## src/rtl/ldx_pkg.sv

```systemverilog
package ldx_pkg;
  typedef enum logic [1:0] {
    OP_IMM  = 2'd0,
    OP_BYTE = 2'd1,
    OP_HALF = 2'd2,
    OP_WORD = 2'd3
  } ld_op_e;

  localparam logic [1:0] CC_ZERO = 2'b00;
  localparam logic [1:0] CC_NEG  = 2'b01;
  localparam logic [1:0] CC_POS  = 2'b10;
endpackage

```

## src/rtl/ldx_extract.sv

```systemverilog
module ldx_extract #(
  parameter int XLEN  = 32,
  parameter int IMM_W = 20,
  parameter int BYTE_W = 8
) (
  input  ldx_pkg::ld_op_e   op_i,
  input  logic [IMM_W-1:0]  imm_i,
  input  logic [XLEN-1:0]   word_i,
  input  logic [1:0]        ea_lo_i,
  output logic [XLEN-1:0]   value_o
);
  import ldx_pkg::*;

  localparam int HALF_W = 2 * BYTE_W;
  localparam int NLANE  = XLEN / BYTE_W;
  localparam int NHALF  = XLEN / HALF_W;

  logic [NLANE-1:0][BYTE_W-1:0] lane;
  logic [NHALF-1:0][HALF_W-1:0] half;

  // index 0 is the most significant lane (big-endian numbering)
  for (genvar g = 0; g < NLANE; g++) begin : g_lane
    assign lane[g] = word_i[XLEN-1-g*BYTE_W -: BYTE_W];
  end
  for (genvar g = 0; g < NHALF; g++) begin : g_half
    assign half[g] = word_i[XLEN-1-g*HALF_W -: HALF_W];
  end

  logic [BYTE_W-1:0] sel_byte;
  logic [HALF_W-1:0] sel_half;
  assign sel_byte = lane[ea_lo_i];
  assign sel_half = half[ea_lo_i[1]];

  always_comb begin
    unique case (op_i)
      OP_IMM:  value_o = {{(XLEN-IMM_W){imm_i[IMM_W-1]}}, imm_i};
      OP_BYTE: value_o = {{(XLEN-BYTE_W){1'b0}}, sel_byte};
      OP_HALF: value_o = {{(XLEN-HALF_W){sel_half[HALF_W-1]}}, sel_half};
      default: value_o = word_i;
    endcase
  end
endmodule

```

## src/rtl/ldx_cond.sv

```systemverilog
module ldx_cond #(
  parameter int XLEN = 32
) (
  input  logic [XLEN-1:0] value_i,
  input  logic            unsigned_i,
  output logic [1:0]      cc_o
);
  import ldx_pkg::*;

  logic is_zero;
  assign is_zero = (value_i == '0);

  always_comb begin
    if (is_zero)                            cc_o = CC_ZERO;
    else if (!unsigned_i && value_i[XLEN-1]) cc_o = CC_NEG;
    else                                    cc_o = CC_POS;
  end
endmodule

```

## src/rtl/ldx_decode.sv

```systemverilog
module ldx_decode (
  input  logic            valid_i,
  input  ldx_pkg::ld_op_e op_i,
  input  logic            indirect_i,
  output logic            write_o,
  output logic            trap_o,
  output logic            unsigned_o
);
  import ldx_pkg::*;

  logic illegal;
  assign illegal    = (op_i == OP_IMM) && indirect_i;
  assign trap_o     = valid_i && illegal;
  assign write_o    = valid_i && !illegal;
  assign unsigned_o = (op_i == OP_BYTE);
endmodule

```

## src/rtl/ldx_unit.sv

```systemverilog
module ldx_unit #(
  parameter int              XLEN     = 32,
  parameter int              IMM_W    = 20,
  parameter int              VEC_W    = 8,
  parameter logic [VEC_W-1:0] TRAP_VEC = 8'h40
) (
  input  logic             clk_i,
  input  logic             rst_ni,
  input  logic             valid_i,
  input  logic [1:0]       op_i,
  input  logic [IMM_W-1:0] imm_i,
  input  logic [XLEN-1:0]  mem_word_i,
  input  logic [1:0]       ea_lo_i,
  input  logic             indirect_i,
  output logic             reg_we_o,
  output logic [XLEN-1:0]  reg_wdata_o,
  output logic             cc_we_o,
  output logic [1:0]       cc_o,
  output logic             trap_o,
  output logic [VEC_W-1:0] trap_vec_o
);
  import ldx_pkg::*;

  ld_op_e          op;
  logic [XLEN-1:0] value;
  logic [1:0]      cc;
  logic            wr, trp, uns;

  assign op = ld_op_e'(op_i);

  ldx_decode u_dec (
    .valid_i   (valid_i),
    .op_i      (op),
    .indirect_i(indirect_i),
    .write_o   (wr),
    .trap_o    (trp),
    .unsigned_o(uns)
  );

  ldx_extract #(.XLEN(XLEN), .IMM_W(IMM_W)) u_ext (
    .op_i   (op),
    .imm_i  (imm_i),
    .word_i (mem_word_i),
    .ea_lo_i(ea_lo_i),
    .value_o(value)
  );

  ldx_cond #(.XLEN(XLEN)) u_cc (
    .value_i   (value),
    .unsigned_i(uns),
    .cc_o      (cc)
  );

  always_ff @(posedge clk_i or negedge rst_ni) begin
    if (!rst_ni) begin
      reg_we_o    <= 1'b0;
      reg_wdata_o <= '0;
      cc_we_o     <= 1'b0;
      cc_o        <= CC_ZERO;
      trap_o      <= 1'b0;
      trap_vec_o  <= '0;
    end else begin
      reg_we_o    <= wr;
      cc_we_o     <= wr;
      reg_wdata_o <= wr ? value : '0;
      cc_o        <= wr ? cc : CC_ZERO;
      trap_o      <= trp;
      trap_vec_o  <= trp ? TRAP_VEC : '0;
    end
  end
endmodule

```

## config.mk

```make
export PLATFORM = sky130hd
export DESIGN_NAME = ldx_unit
export DESIGN_NICKNAME = d
export VERILOG_FILES = /design/src/rtl/ldx_pkg.sv /design/src/rtl/ldx_extract.sv /design/src/rtl/ldx_cond.sv /design/src/rtl/ldx_decode.sv /design/src/rtl/ldx_unit.sv
export SDC_FILE = /design/constraint.sdc
export NUM_CORES = 1
export LEC_CHECK = 0
export BUFFER_PORTS_ARGS = -buffer_cell sky130_fd_sc_hd__buf_2
export CELL_PAD_IN_SITES_DETAIL_PLACEMENT = 1
export CELL_PAD_IN_SITES_GLOBAL_PLACEMENT = 1
export CORE_ASPECT_RATIO = 0.7
export CORE_MARGIN = 2
export CORE_UTILIZATION = 29
export CTS_CLUSTER_DIAMETER = 120
export DETAILED_ROUTE_END_ITERATION = 7
export PLACE_DENSITY = 0.75
export SYNTH_ARGS = -nofsm -noshare
export SYNTH_HDL_FRONTEND = slang
export SYNTH_SLANG_ARGS = --single-unit
```

## constraint.sdc

```tcl
create_clock -name clk_i -period 0.8 [get_ports clk_i]
set_input_delay 0.04 -clock clk_i [delete_from_list [all_inputs] [get_ports clk_i]]
set_output_delay 0.04 -clock clk_i [all_outputs]
set_load 0.02 [all_outputs]
```

== Word level (Yosys, flattened, before mapping) ==
Index checks and enable logic that the tools add are counted.
Word-level totals
  bits in registers: 44
Operators by class
  eq/ne operators: 2
  muxes and demuxes: 10
  reduce and logical (&&, ||, !) cells: 8
  $lt $le $gt $ge: 2
Operators by type and width (number)
  32-bit case mux with 3 select lines: 1
  32-bit zero test: 1
  16-bit 2-to-1 mux: 2
  32-bit 2-to-1 mux: 1
  8-bit binary-select mux with 2-bit select: 1
  8-bit 2-to-1 mux: 1
  7-bit 2-to-1 mux: 1
  2-bit 2-to-1 mux: 3
  1-bit logical AND: 4
  2-bit by 3-bit less-than comparator with 1-bit output, second input constant: 1
  2-bit by 1-bit == test with 1-bit output, second input constant: 1
  2-bit == test, second input constant: 1
  1-bit zero test: 2
  2-bit zero test: 1
  1-bit by 2-bit less-than comparator with 1-bit output, second input constant: 1

== Depth between registers and ports, before layout ==
Gate-level depths: netlist of run 1.
  depth in word-level cells: 7
  mapped depth: 8

== By module ==
A second synthesis of run 1 with hierarchy kept.
Unflattened totals
  cells, all modules: 244
  area total of the unflattened synthesis: 2239.6 um^2
By module, submodules not included
  ldx_unit: area each 1242.4 um^2, sequential area each 900.9 um^2, times used 1, cells each 83
  ldx_extract: area each 894.6 um^2, sequential area each 0.0 um^2, times used 1, cells each 145
  ldx_cond: area each 78.8 um^2, sequential area each 0.0 um^2, times used 1, cells each 12
  ldx_decode: area each 23.8 um^2, sequential area each 0.0 um^2, times used 1, cells each 4

== Worst setup path before layout of run 1 ==
No wires, ideal clock.
  path type: input port to flip-flop
  start: input ea_lo_i[1]
  end: register cc_o[1]
  data required time: 0.680 ns
  arrival time: 1.599 ns
  slack: -0.920 ns
  stages on the path: 7
  library setup time: 0.120 ns
  path through: buf_6 > o21a_1 > a221oi_1 > and4_1 > nand4_1 > or4_1 > o211a_1
On the way
  longest elaborated chain between the ends: 7
  elaborated cells on any way between the ends: 10
  classes of those cells: mux (8); reduce/logical (2)
RTL lines
  from (decl): line ldx_unit.sv:13  | input logic [1:0] ea_lo_i,
  parallel branches: the longest is 2 deep, another holds 8-bit binary-select mux with 2-bit select
  32-bit case mux with 3 select lines *: line ldx_extract.sv:35  | unique case (op_i)
  parallel branches: the longest is 2 deep, another holds 32-bit zero test
  2-bit 2-to-1 mux *: line ldx_cond.sv:14  | if (is_zero) cc_o = CC_ZERO;
  2-bit 2-to-1 mux *: line ldx_unit.sv:66  | cc_o <= wr ? cc : CC_ZERO;
  to (signal assigned): line ldx_unit.sv:66
  to (decl): line ldx_unit.sv:18  | output logic [1:0] cc_o,
Every way passes the cells marked *. The select of a mux whose other input is x is not followed.

== Worst setup path in the final report of run 1 ==
  start: input op_i[1]
  end: register cc_o[1]
On the way
  longest elaborated chain between the ends: 6
  elaborated cells on any way between the ends: 13
  classes of those cells: eq/ne (2); mux (4); reduce/logical (7)
RTL lines
  from (decl): line ldx_unit.sv:10  | input logic [1:0] op_i,
  parallel branches: the longest is 5 deep, another holds 32-bit case mux with 3 select lines
  2-bit 2-to-1 mux *: line ldx_unit.sv:66
Every way passes the cells marked *.

==> results of run 1 <==
-- cell type report --
| class | instances | area share (%) |
|---|---|---|
| repair buffers | 212 | 42.4 |
| multi-input cells | 170 | 32.3 |
| flip-flops and latches | 36 | 19.9 |
| well taps | 94 | 2.60 |
| clock buffers | 5 | 1.52 |
| clock inverters | 3 | 0.939 |
| inverters | 3 | 0.359 |
-- critical path, stage by stage --
cell and delay, ns:
sky130_fd_sc_hd__buf_12 0.12, sky130_fd_sc_hd__buf_8 0.13, sky130_fd_sc_hd__o21a_4 0.15, sky130_fd_sc_hd__buf_6 0.12, sky130_fd_sc_hd__a222oi_1 0.39, sky130_fd_sc_hd__buf_4 0.23, sky130_fd_sc_hd__and4_1 0.20, sky130_fd_sc_hd__nand2_1 0.10
sky130_fd_sc_hd__or4_1 0.43, sky130_fd_sc_hd__o211a_1 0.28
-- registers in the layout, summed over array words and instances (netlist names) --
register	flops
reg_wdata_o	32
cc_o	2
cc_we_o	1
trap_vec_o	1
-- how the worst max path moves through the flow --
stage | start | to | slack [ns] | depth (start not counted)
6_report | op_i[1] | cc_o[1] | -1.18 | 10
4_1_cts | op_i[1] | cc_o[1] | -0.78 | 8
3_3_place_gp | ea_lo_i[1] | cc_o[1] | -1.26 | 7
3_5_place_dp | ea_lo_i[1] | cc_o[1] | -1.30 | 7
5_1_grt | op_i[1] | cc_o[1] | -1.14 | 10
2_1_floorplan | op_i[1] | cc_o[1] | -0.87 | 7
-- power by group through the flow --
stage,sequential [uW],clock (uW),combinational [uW]
global route,2020,1830,2820
finish,2020,1760,2770
global placement,2000,0,1560
CTS,2000,1670,2220
floorplan,2160,0,688
detailed placement,2000,0,1590
-- cell families (layout without fill, tap and decap cells) --
logic type | after synthesis | after routing
flip-flops | 36 | 36
AND/OR/NAND/NOR | 84 | 86
multiplexers | 10 | 10
AO/OA/AOI/OAI | 66 | 67
other | 1 | 7
buffers and inverters | 28 | 223
-- per-layer routing --
layer,up-vias,track usage [%],routed length [um]
li1,1221,-,-
met1,1530,38.4,5640
met2,316,55.7,6920
met3,117,7.01,1710
met4,0,13.6,1160
met5,-,0,0
-- metrics by stage --
step / utilization [%] / std cells / cell area, um2 / power, uW / setup WS, ns
finish: 66.1 / 523 / 4530 / 6540 / -1.18
global route: 66.1 / 523 / 4530 / 6670 / -1.14
CTS: 61.5 / 514 / 4210 / 5880 / -0.784
detailed placement: 46.9 / 467 / 3210 / 3590 / -1.30
global placement: 46.9 / 467 / 3210 / 3560 / -1.26
floorplan: - / 231 / 2310 / 2850 / -0.875
-- synth_stat cells, types with 2 or more instances --
cell type and instances:
sky130_fd_sc_hd__nor2_1 21, sky130_fd_sc_hd__a32oi_1 3, sky130_fd_sc_hd__nor2b_1 9, sky130_fd_sc_hd__dfrtp_1 36, sky130_fd_sc_hd__mux4_2 2, sky130_fd_sc_hd__inv_1 2
sky130_fd_sc_hd__a21oi_1 22, sky130_fd_sc_hd__o2bb2ai_1 2, sky130_fd_sc_hd__o21bai_1 2, sky130_fd_sc_hd__buf_2 3, sky130_fd_sc_hd__mux2_2 2, sky130_fd_sc_hd__nand2b_1 3
sky130_fd_sc_hd__nand4_1 3, sky130_fd_sc_hd__a22oi_1 3, sky130_fd_sc_hd__a211oi_1 2, sky130_fd_sc_hd__nor4_1 3, sky130_fd_sc_hd__and2_1 4, sky130_fd_sc_hd__nand3b_1 2
sky130_fd_sc_hd__o21ai_0 2, sky130_fd_sc_hd__o221ai_1 4, sky130_fd_sc_hd__a31o_2 2, sky130_fd_sc_hd__mux2i_1 6, sky130_fd_sc_hd__o31ai_1 2, sky130_fd_sc_hd__clkbuf_1 8
sky130_fd_sc_hd__buf_6 2, sky130_fd_sc_hd__a222oi_1 7, sky130_fd_sc_hd__buf_4 11, sky130_fd_sc_hd__nand3_1 2, sky130_fd_sc_hd__nand2_1 30, sky130_fd_sc_hd__a21o_1 4
sky130_fd_sc_hd__o211ai_1 3, sky130_fd_sc_hd__and4_1 2
-- what timing repair did --
item,4_1_cts,5_1_grt
endpoints found under the hold margin,37,0
setup endpoints to repair,73,73
hold buffers,2,0
buffers inserted,34,16
pin swaps,20,21
cloned,3,3
resized for setup,150,70
==> summary.txt, run 1 <==
Type of element capturing the critical path: flip-flop
Sequential fraction of the synthesis area: 43.3%
Main synth FF type: sky130_fd_sc_hd__dfrtp_1
Violations in the final reports: setup timing
Number of max-cap violations: 0
Clk buf depth: 2
Worst ir drop on vdd: 0.000735 V
Worst Hold Path Cells: 2
Core footprint: 6850 um2
Antenna Nets Post-Route: 0
H-tree depth: 2
Starting Density: 30.3%
Reg power frac: 30.8%
Highest net fanout along the worst path: 7
Setup violation total in the final timing report: 72
Global-route congestion overflow total: 0
Routed wire length per instance: 29.5 um
Actual transition at the worst max-transition pin: 0.559 ns
GR Util All Layers: 31.7%
Area of the multi-input gates: 1460 um2
Switch share: 35.4%
Fraction of final layout cells sized beyond drive strength 1: 68.8%
Power per cell area: 1450 nW/um2
Mean post-synth cell area: 9.24 um2
Startpoint of the tightest hold check path: indirect_i
Library cell occupying the most area in the post-synthesis netlist: sky130_fd_sc_hd__dfrtp_1
Clock transition time at the flip-flop clock pins of the worst setup and hold paths: 0.10 ns
Die area: 7870 um2
Share of the clock period used by the worst path: 247%
Combinational share of power: 42.3%
Largest net degree at the start of global routing: 26
Number of antenna violations at the first check in global routing: 0
Die W: 105 um
Clock group share of total power: 26.9%
Combined area of all synthesized cells: 2080 um2
Internal power consumption: 4230 uW
Number of CTS-inserted buffers: 5
Worst min-delay path endpoint: trap_vec_o[6]
Initial drt markers: 368
Number of ports placed on the die boundary: 105
Commonest cells after routing, fill and taps aside: sky130_fd_sc_hd__buf_6, sky130_fd_sc_hd__buf_4, sky130_fd_sc_hd__buf_2, sky130_fd_sc_hd__dfrtp_1, sky130_fd_sc_hd__nand2_1
Total leakage power: 0.00216 uW
Outcome: complete, but fails checks
Wire length reported by the detailed router: 15.4 mm
Maximum clock rate: 0.506 GHz
Psw: 2320 uW
Type of origin of the critical path: input port
Setup repair after global routing missed its margin: yes
Chip Height: 74.8 um
Number of flip-flops and latches in the synthesized netlist: 36
Final number of max-transition violations: 0
Global-route wire length before repair: 18.3 mm
Detailed placement HPWL: 6.68 mm
IO buf count: 97
Number of placement rows: 25
Gpl congestion: 0.882
Worst relative slew slack: 62.4%
Synthesized-area fraction occupied by adder cells: 0%
Iteration count of the initial detailed-routing pass: 5
Arrival time of data at the critical path endpoint: 2.19 ns
Total inserted antenna cells: 0
Most area-consuming cells after synthesis: sky130_fd_sc_hd__dfrtp_1, sky130_fd_sc_hd__nand2_1, sky130_fd_sc_hd__a21oi_1
Tmin final: 1.98 ns
Worst Hold Slack: 0.00510 ns
Number of warnings issued by yosys: 0
Required time of the worst setup path: 1.02 ns
DRC violation count after routing: 0
Asr flop ratio synth: 100%
Net total in the final layout: 488
Fin. Hold Viols: 0
Post-synthesis compound-gate area fraction: 22.9%
Simple-gate area share of the yosys netlist: 19.4%
Number of unique standard cell types used by synthesis: 48
Worst Hold Class: in2reg
Average vias per placed instance: 6.09
Leading cell type in the layout, fill and taps excluded: sky130_fd_sc_hd__buf_6
Combinational family with the most area after synthesis: compound AO/OA/AOI/OAI gates
TritonCTS clock tree: built
Final WS setup: -1.18 ns
Number of fill cells: 753
Post-synth EDFFs: 0
Buffer type at the clock tree root: sky130_fd_sc_hd__clkbuf_8
Synth Instances: 225
Area overhead of the layout relative to synthesis: 118%
Aggregate negative setup slack: -14.10 ns
Portion of netlist area occupied by mux cells: 6.14%
Synthesized-area fraction occupied by xor and xnor cells: 0%
Type of the setup path with the least slack: in2reg
CTS sink cnt: 36
Sequential Area: 901 um2
Number of global-route vias before repair: 3,081
Total number of vias: 3,184
Share of the synthesized area in the top cell type: 43.3%
No activity file was read; power rests on OpenSTA's default activity.
==> inputs of run 2 (changes only) <==
- CORE_UTILIZATION: 29 -> 30
- PLACE_DENSITY: 0.75 -> 0.76
- SLEW_MARGIN: not set -> 40
- SYNTH_HIERARCHICAL: not set -> 1
==> summary.txt, run 2 <==
Outcome: complete, but fails checks
Violations in the final reports: hold timing, setup timing
Buffer type at the clock tree root: sky130_fd_sc_hd__clkbuf_8
Number of ports placed on the die boundary: 105
Detailed placement HPWL: 6.90 mm
Maximum clock rate: 0.625 GHz
Switch share: 33.2%
DRC violation count after routing: 0
Number of unique standard cell types used by synthesis: 32
Clk buf depth: 2
Worst Hold Slack: -0.000403 ns
Number of max-cap violations: 0
Setup violation total in the final timing report: 70
Synthesized-area fraction occupied by adder cells: 0%
Largest regs: reg_wdata_o x32, cc_o x2
Combinational share of power: 43.5%
Post-synthesis compound-gate area fraction: 21.1%
Portion of netlist area occupied by mux cells: 6.70%
Area overhead of the layout relative to synthesis: 98.7%
Total inserted antenna cells: 0
Main synth FF type: sky130_fd_sc_hd__dfrtp_1
Family with the most delay on the worst path: compound AO/OA/AOI/OAI gates
Ordered list of cells on the worst path: buf_12 -> buf_8 -> a22o_1 -> a221oi_2 -> a21oi_2 -> nor4_2 -> and4_1 -> a21oi_1 -> and2_4
Tmin final: 1.60 ns
Power per cell area: 1340 nW/um2
Delay of the slowest cell on the worst path: 0.33 ns
Synthesized-area fraction occupied by xor and xnor cells: 0%
Clock transition time at the flip-flop clock pins of the worst setup and hold paths: 0.08 ns
Combined area of all synthesized cells: 2240 um2
Sequential fraction of the synthesis area: 40.2%
Fraction of final layout cells sized beyond drive strength 1: 70.0%
Global-route wire length before repair: 16.1 mm
Asr flop ratio synth: 100%
Dominant cell by count in the synthesized netlist: sky130_fd_sc_hd__dfrtp_1
Commonest cells after routing, fill and taps aside: sky130_fd_sc_hd__buf_6, sky130_fd_sc_hd__buf_2, sky130_fd_sc_hd__buf_4, sky130_fd_sc_hd__dfrtp_1, sky130_fd_sc_hd__and2_4
Setup repair after global routing missed its margin: yes
Fin. Hold Viols: 1
Type of origin of the critical path: input port
TritonCTS clock tree: built
Reg with most FFs: reg_wdata_o
Largest net degree at the start of global routing: 37
CTS sink cnt: 36
Clock group share of total power: 22.9%
Critical-path top delay cell: sky130_fd_sc_hd__a221oi_2
Post-place instance area: 3370 um2
Number of placement rows: 26
Largest register FFs: 32
IO buf count: 97
Total leakage power: 0.00220 uW
Simple-gate area share of the yosys netlist: 24.3%
Highest net fanout along the worst path: 5
Routed wire length per instance: 22.9 um
GR Util All Layers: 26.0%
Number of global-route vias before repair: 2,851
Most area-consuming cells after synthesis: sky130_fd_sc_hd__dfrtp_1, sky130_fd_sc_hd__and2_2, sky130_fd_sc_hd__mux2i_1
Reg power frac: 33.6%
Final WS setup: -0.800 ns
Gpl congestion: 0.903
Internal power consumption: 3970 uW
Die W: 107 um
Iteration count of the initial detailed-routing pass: 4
Type of the setup path with the least slack: in2reg
Post-synth EDFFs: 0
Arrival time of data at the critical path endpoint: 1.79 ns
Starting Density: 30.9%
Combinational family with the most area after synthesis: simple AND/OR/NAND/NOR gates
Total design power: 5950 uW
Mean post-synth cell area: 9.18 um2
H-tree depth: 2
Number of flip-flops and latches in the synthesized netlist: 36
Leading cell type in the layout, fill and taps excluded: sky130_fd_sc_hd__buf_6
Final number of max-transition violations: 0
Total number of vias: 2,733
Synth Instances: 244
Antenna Nets Post-Route: 0
Commonest cells post-synth: sky130_fd_sc_hd__dfrtp_1, sky130_fd_sc_hd__and2_2, sky130_fd_sc_hd__nand2_1, sky130_fd_sc_hd__mux2i_1
Number of CTS-inserted buffers: 5
Chip Height: 76.3 um
Type of element capturing the critical path: flip-flop
Worst ir drop on vdd: 0.000583 V
Aggregate negative setup slack: -7.38 ns
Die area: 8180 um2
Final instance area: 4450 um2
Initial drt markers: 166
Pre-CTS setup slack: -1.23 ns
Worst Hold Class: in2reg
Share of the synthesized area in the top cell type: 40.2%
Library cell occupying the most area in the post-synthesis netlist: sky130_fd_sc_hd__dfrtp_1
Required time of the worst setup path: 0.99 ns
Number of warnings issued by yosys: 6
Worst path bufs/invs: 2
Net total in the final layout: 472
Global-route congestion overflow total: 0
Share of the clock period used by the worst path: 200%
Average vias per placed instance: 5.35
Wire length reported by the detailed router: 11.7 mm
Number of antenna violations at the first check in global routing: 0
Psw: 1980 uW
Core footprint: 7250 um2
-- run 2: logic make-up (layout without fill, tap and decap cells) --
logic type / count (synthesis) / count (layout)
AOI/OAI and AO/OA: 69 / 69
buffers and inverters: 29 / 192
DFF: 36 / 36
other: 1 / 7
muxes: 15 / 15
and+or+nand+nor: 94 / 94
-- run 2: per-stage QoR --
step                      util, %  std cells
after CTS                    58.6        507
after detailed placement     46.4        485
after floorplan                 -        250
after global placement       46.4        485
after global routing         61.3        511
final                        61.3        511
-- run 2: final timing paths --
kind	start	cells past startpoint	endpoint	slack [ns]
worst max-delay path	ea_lo_i[0]	9	cc_o[1]	-0.80
worst min-delay path	valid_i	2	trap_vec_o[6]	-0.0004
max in group asynchronous	rst_ni	3	reg_wdata_o[27]	0.36
min in group asynchronous	rst_ni	3	reg_wdata_o[4]	0.25
-- run 2: final cells by class --
type | instances | area (um2)
multi-input cells | 185 | 1630
clock inverters | 1 | 7.51
repair buffers | 183 | 1690
inverters | 1 | 16.3
fillers | 800 | 2810
flip-flops and latches | 36 | 901
well taps | 98 | 123
clock buffers | 7 | 86.3
-- run 2: power by group through the flow --
stage	logic (uW)	registers (uW)	clock network, uW
final	2590	2000	1360
after global routing	2700	2010	1460
after CTS	2290	2000	1380
after detailed placement	1770	2000	0
after global placement	1730	2000	0
after floorplan	806	2160	0
-- run 2: routing by layer --
metal | global-route usage [%] | vias to the layer above | part of all wire [%]
met1 | 34.1 | 1346 | 40
met4 | 11.6 | 0 | 3.6
met5 | 0 | - | 0
li1 | - | 1194 | -
met2 | 42.3 | 147 | 50
met3 | 3.93 | 46 | 6.8
-- run 2: timing repair --
action	CTS	global route
hold buffers	1	0
pin swaps	32	11
setup buffers	17	10
endpoints found under the hold margin	36	0
resized for setup	173	43
setup endpoints to repair	72	72
cloned	4	0
